===== src/rtl/rx_pkt_len_pkg.sv =====
package rx_pkt_len_pkg;
  localparam int LEN_W        = 10;
  localparam int MAX_LEN_DW   = 1 << LEN_W;
  localparam int CNT_W        = $clog2(MAX_LEN_DW + 2) + 1;
  localparam int MPS_W        = 3;
  localparam int MPS_TOP_CODE = 5;
  localparam int MPS_BASE_DW  = 32;

  typedef logic [CNT_W-1:0] dw_cnt_t;

  typedef struct packed {
    logic [2:0] fmt;
    logic [4:0] kind;
  } fmt_type_t;

  function automatic dw_cnt_t decode_len(input logic [LEN_W-1:0] l);
    return (l == '0) ? dw_cnt_t'(MAX_LEN_DW) : dw_cnt_t'(l);
  endfunction

  function automatic logic [MPS_W-1:0] clamp_code(input logic [MPS_W-1:0] c);
    return (c > MPS_W'(MPS_TOP_CODE)) ? MPS_W'(MPS_TOP_CODE) : c;
  endfunction

  function automatic dw_cnt_t code_to_dw(input logic [MPS_W-1:0] c);
    return dw_cnt_t'(MPS_BASE_DW) << clamp_code(c);
  endfunction
endpackage


===== src/rtl/rx_pkt_len_track.sv =====
module rx_pkt_len_track
  import rx_pkt_len_pkg::*;
#(
  parameter int FN_W = 2
) (
  input  logic             clk_i,
  input  logic             rst_ni,
  input  logic             hdr_valid_i,
  input  logic [7:0]       fmt_type_i,
  input  logic [LEN_W-1:0] len_i,
  input  logic             digest_i,
  input  logic [FN_W-1:0]  fn_i,
  input  logic             dw_valid_i,
  output logic             has_data_o,
  output logic             is_msg_o,
  output logic [LEN_W-1:0] len_o,
  output logic             digest_o,
  output logic [FN_W-1:0]  fn_o,
  output dw_cnt_t          cnt_o
);
  localparam dw_cnt_t CNT_MAX = '1;

  fmt_type_t        ft;
  logic             has_q, msg_q, dg_q;
  logic [LEN_W-1:0] len_q;
  logic [FN_W-1:0]  fn_q;
  dw_cnt_t          cnt_q, cnt_base, cnt_nxt;
  logic             has_c, msg_c;
  logic             unused_ft;

  assign ft        = fmt_type_t'(fmt_type_i);
  assign has_c     = ft.fmt[1];
  assign msg_c     = (ft.kind[4:3] == 2'b10);
  assign unused_ft = ^{ft.fmt[2], ft.fmt[0], ft.kind[2:0]};

  assign cnt_base = hdr_valid_i ? '0 : cnt_q;
  assign cnt_nxt  = (cnt_base == CNT_MAX) ? cnt_base : cnt_base + dw_cnt_t'(dw_valid_i);

  always_ff @(posedge clk_i or negedge rst_ni) begin
    if (!rst_ni) begin
      has_q <= 1'b0;
      msg_q <= 1'b0;
      dg_q  <= 1'b0;
      len_q <= '0;
      fn_q  <= '0;
      cnt_q <= '0;
    end else begin
      cnt_q <= cnt_nxt;
      if (hdr_valid_i) begin
        has_q <= has_c;
        msg_q <= msg_c;
        dg_q  <= digest_i;
        len_q <= len_i;
        fn_q  <= fn_i;
      end
    end
  end

  // header fields may arrive in the same cycle as the end of packet
  assign has_data_o = hdr_valid_i ? has_c    : has_q;
  assign is_msg_o   = hdr_valid_i ? msg_c    : msg_q;
  assign len_o      = hdr_valid_i ? len_i    : len_q;
  assign digest_o   = hdr_valid_i ? digest_i : dg_q;
  assign fn_o       = hdr_valid_i ? fn_i     : fn_q;
  assign cnt_o      = cnt_nxt;


  cnt_sat_chk: assert property (@(posedge clk_i) disable iff (!rst_ni)
    (cnt_q == CNT_MAX && !hdr_valid_i) |=> cnt_q == CNT_MAX);


  cnt_clear_chk: assert property (@(posedge clk_i) disable iff (!rst_ni)
    (hdr_valid_i && !dw_valid_i) |=> cnt_q == '0);
endmodule


===== config.mk =====
export PLATFORM = sky130hd
export DESIGN_NAME = rx_pkt_len_track
export DESIGN_NICKNAME = d
export VERILOG_FILES = /design/src/rtl/rx_pkt_len_pkg.sv /design/src/rtl/rx_pkt_len_track.sv
export SDC_FILE = /design/constraint.sdc
export NUM_CORES = 1
export LEC_CHECK = 0
export ABC_AREA = 1
export BUFFER_PORTS_ARGS = -buffer_cell sky130_fd_sc_hd__buf_2
export CAP_MARGIN = 25
export CORE_MARGIN = 8
export CORE_UTILIZATION = 30
export DETAILED_ROUTE_END_ITERATION = 10
export PLACE_DENSITY = 0.56
export RECOVER_POWER = 25
export SKIP_CTS_REPAIR_TIMING = 1
export SLEW_MARGIN = 20
export SYNTH_ARGS = -nofsm -noshare
export SYNTH_HDL_FRONTEND = slang
export SYNTH_SLANG_ARGS = --single-unit

===== constraint.sdc =====
create_clock -name clk_i -period 1.41 [get_ports clk_i]
set_clock_uncertainty 0.1 [all_clocks]
set_input_delay 0.0705 -clock clk_i [delete_from_list [all_inputs] [get_ports clk_i]]
set_output_delay 0.0705 -clock clk_i [all_outputs]
set_load 0.01 [all_outputs]

==> results summary <==
TritonCTS built the clock tree. The path class of the tightest hold or removal check is in -> reg. The clock transition time at the flip-flop clock pins of the worst setup and hold paths is 100 ps. The HPWL after detailed placement is 2880 um. The area share of and/or/nand/nor cells after synthesis is 39.0%. The detailed router placed 1378 vias in this run.

After synthesis, the share of cell area in mux cells is 0%. The most frequent standard cell in the layout excluding fill and tap cells is sky130_fd_sc_hd__nand2_1. The core area is 0.00435 mm^2. The maximum frequency from static timing analysis is 0.555 GHz. The net count of the finished layout is 277. The tree is rooted in a sky130_fd_sc_hd__clkbuf_8. CTS built an H-tree with a depth of 1. The area of placed instances came out at 0.00181 mm^2. The main combinational cell family by area after synthesis is simple AND/OR/NAND/NOR gates. The detail-routed net length per standard cell came out at 12.9 um. The later pin in the worst-skew pair is clocked with a latency of 280 ps. The count of mapped cells out of synthesis came out at 164.

The final max-slew violation count came out at 0. The DRC violation total after the first TritonRoute iteration came out at 45. The flow ran to the end, but the final reports show violations. Dividing total power by cell area gives a power density of 745 mW/mm^2.

The proportion of layout cells with a drive suffix above 1 is 44.2%. Once layout is complete, the utilization of the core stands at 49.7%. At the end of routability-driven placement, the weighted congestion stood at 0.784. The slew at the pin with the worst max-slew slack came out at 681 ps. The maximum fanout along the worst path is 4.

The initial antenna violation count came out at 0. Counting the buffers created by CTS gives 3. The mean area per synthesized cell is 8.31 um^2.

The total routed wirelength came out at 3900 um. The die outline area came out at 0.00695 mm^2. In this run the count of I/O pins placed on the die edge is 52. STA puts the critical path data arrival time at 1630 ps. sky130_fd_sc_hd__dfrtp_1 takes more of the synthesized area than any other cell. The worst setup path is captured at an output pin. The post-synthesis sequential area ratio came out at 49.6%. The worst setup path is of the reg -> out kind. Measured along the y axis, the die boundary spans 83.4 um. The die boundary width is 83.4 um. Ranked by total cell area, the synthesized netlist is headed by sky130_fd_sc_hd__dfrtp_1 (50%), sky130_fd_sc_hd__nand2_1 (16%), sky130_fd_sc_hd__nand3_1 (7.3%). The number of cell rows came out at 24. The worst slew slack as a fraction of its limit is 54.6%.

The final worst-path cycle share came out at 128%. The post-synthesis sequential element count is 27. The DRC violation count after routing came out at 0.

Setup violations remaining at the end of the flow were counted as 14. The total overflow left after global routing is 0. The worst setup path is launched from a flip-flop. The synthesized net count is 191. The final number of hold-violating endpoints came to 0. The worst-case clock buffer depth came out at 2. The number of iterations in the first detailed-routing pass is 4.

The Yosys step of the flow raised 0 warnings. The via count of the first global-routing pass was 1381. The area growth from synthesis to layout came out at 58.7%. The number of sinks handled by clock tree synthesis is 27. The antenna diode count came out at 0. The area fraction in compound gates after synthesis is 2.75%.

The final worst slack came out at -392 ps. The effective utilization at floorplan is 31.3%. The reported max-cap violation count is 0. After routing the design area is 0.00216 mm^2.

The first-pass GRT wire length came out at 6330 um. The via density per instance is 4.58. The leakage power summed over all cells came out at 0.00118 uW. The final reports fail on negative setup slack. The portion of synthesized cell area occupied by the leading cell type came out at 49.6%.

The top cell types in the final layout, fill and taps aside, are sky130_fd_sc_hd__nand2_1 (54), sky130_fd_sc_hd__buf_2 (39), sky130_fd_sc_hd__dfrtp_1 (26), sky130_fd_sc_hd__buf_4 (20), sky130_fd_sc_hd__dlygate4sd3_1 (17). The adder-cell area share of the yosys netlist came out at 1.84%. The required time at the endpoint of the critical path is 1240 ps. For this run, the total global-route usage over all layers was measured as 11.0%. The minimum clock period came out at 1800 ps. The share of the synthesized netlist area taken by xor and xnor gates is 0%.

IR analysis of the VDD net gives a maximum drop of 0.391 mV. The quantity of I/O buffers inserted on ports came out at 46. The unique cell type count in the Yosys netlist came out at 21. The final antenna-violating net count came out at 0. The maximum number of pins on one net before global-route repair came out at 28. Setup repair after global routing could not meet its margin everywhere.

The total standard cell area after synthesis is 0.00136 mm^2.
[flip-flops by register name, summed over array words and instances, names as in the netlist]
register / cells
len_q: 10
has_q: 1
cnt_q: 12
fn_q: 2
msg_q: 1
dg_q: 1
[final timing paths]
| path | cells after the start | slack (ps) | start | endpoint |
|---|---|---|---|---|
| worst max-delay path | 8 | -390 | cnt_q[0] | cnt_o[4] |
| worst min-delay path | 4 | 30 | dw_valid_i | cnt_q[0] |
| worst max register to register | 9 | -120 | cnt_q[0] | cnt_q[7] |
| worst min register to register | 2 | 370 | len_q[9] | len_q[9] |
| max in group asynchronous | 2 | 490 | rst_ni | cnt_q[2] |
| min in group asynchronous | 2 | 250 | rst_ni | len_q[3] |
[through the flow]
stage / hold WS (ps) / power, uW / setup slack [ps] / std cells / setup TNS (ps)
detailed placement: 25.4 / 1120 / -97.2 / 277 / -603
floorplan: -325 / 983 / 8.84 / 164 / 0
global placement: 19.6 / 1110 / -78.0 / 277 / -414
finish: 30.9 / 1610 / -392 / 301 / -4240
CTS: -290 / 1590 / -422 / 281 / -4270
global route: 42.3 / 1690 / -471 / 301 / -5500
[Yosys cell counts, drive strengths merged]
cell and count:
ha 2, inv 13, dfrtp 27, clkbuf 1, buf 5, o21ai 5
o21bai 1, nand3b 3, nand3 28, nand4 3, a21oi 1, nor2 13
nand2 62
[metal layers]
metal	vias to the layer above	wire [um]	GRT usage (%)
met5	-	0	0
met4	0	91	5.75
met3	7	122	1.46
met2	29	1900	18.6
met1	644	1780	13.1
li1	698	-	-
[worst max-delay path: stages (launching register included)]
cell and delay [ps]:
sky130_fd_sc_hd__dfrtp_1 350, sky130_fd_sc_hd__inv_2 40, sky130_fd_sc_hd__nor2_4 100, sky130_fd_sc_hd__ha_4 180
sky130_fd_sc_hd__ha_4 170, sky130_fd_sc_hd__nand3_4 90, sky130_fd_sc_hd__a21oi_1 140, sky130_fd_sc_hd__nand3b_4 150
sky130_fd_sc_hd__buf_2 130
[cell type report]
| class | instances | area, um^2 |
|---|---|---|
| clock inverter | 1 | 7.51 |
| tap | 52 | 65.1 |
| inverter | 13 | 48.8 |
| timing repair buffer | 87 | 633 |
| fill | 437 | 2190 |
| multi-input combinational | 118 | 689 |
| sequential | 27 | 677 |
| clock buffer | 3 | 41.3 |
[report_power, final]
group          switching [uW]  total (uW)  internal [uW]
clock                     269         471            201
sequential               16.5         837            820
combinational             160         303            142
total                     446        1610           1160
[cell families (layout without fill, tap and decap cells)]
| kind of cell | count (synthesis) | after routing |
|---|---|---|
| AO/OA/AOI/OAI | 7 | 7 |
| adder cells (fa/ha/maj) | 2 | 2 |
| flip-flops | 27 | 27 |
| AND/OR/NAND/NOR | 109 | 109 |
| buffers and inverters | 19 | 104 |
Power figures use the tool's default switching activity.
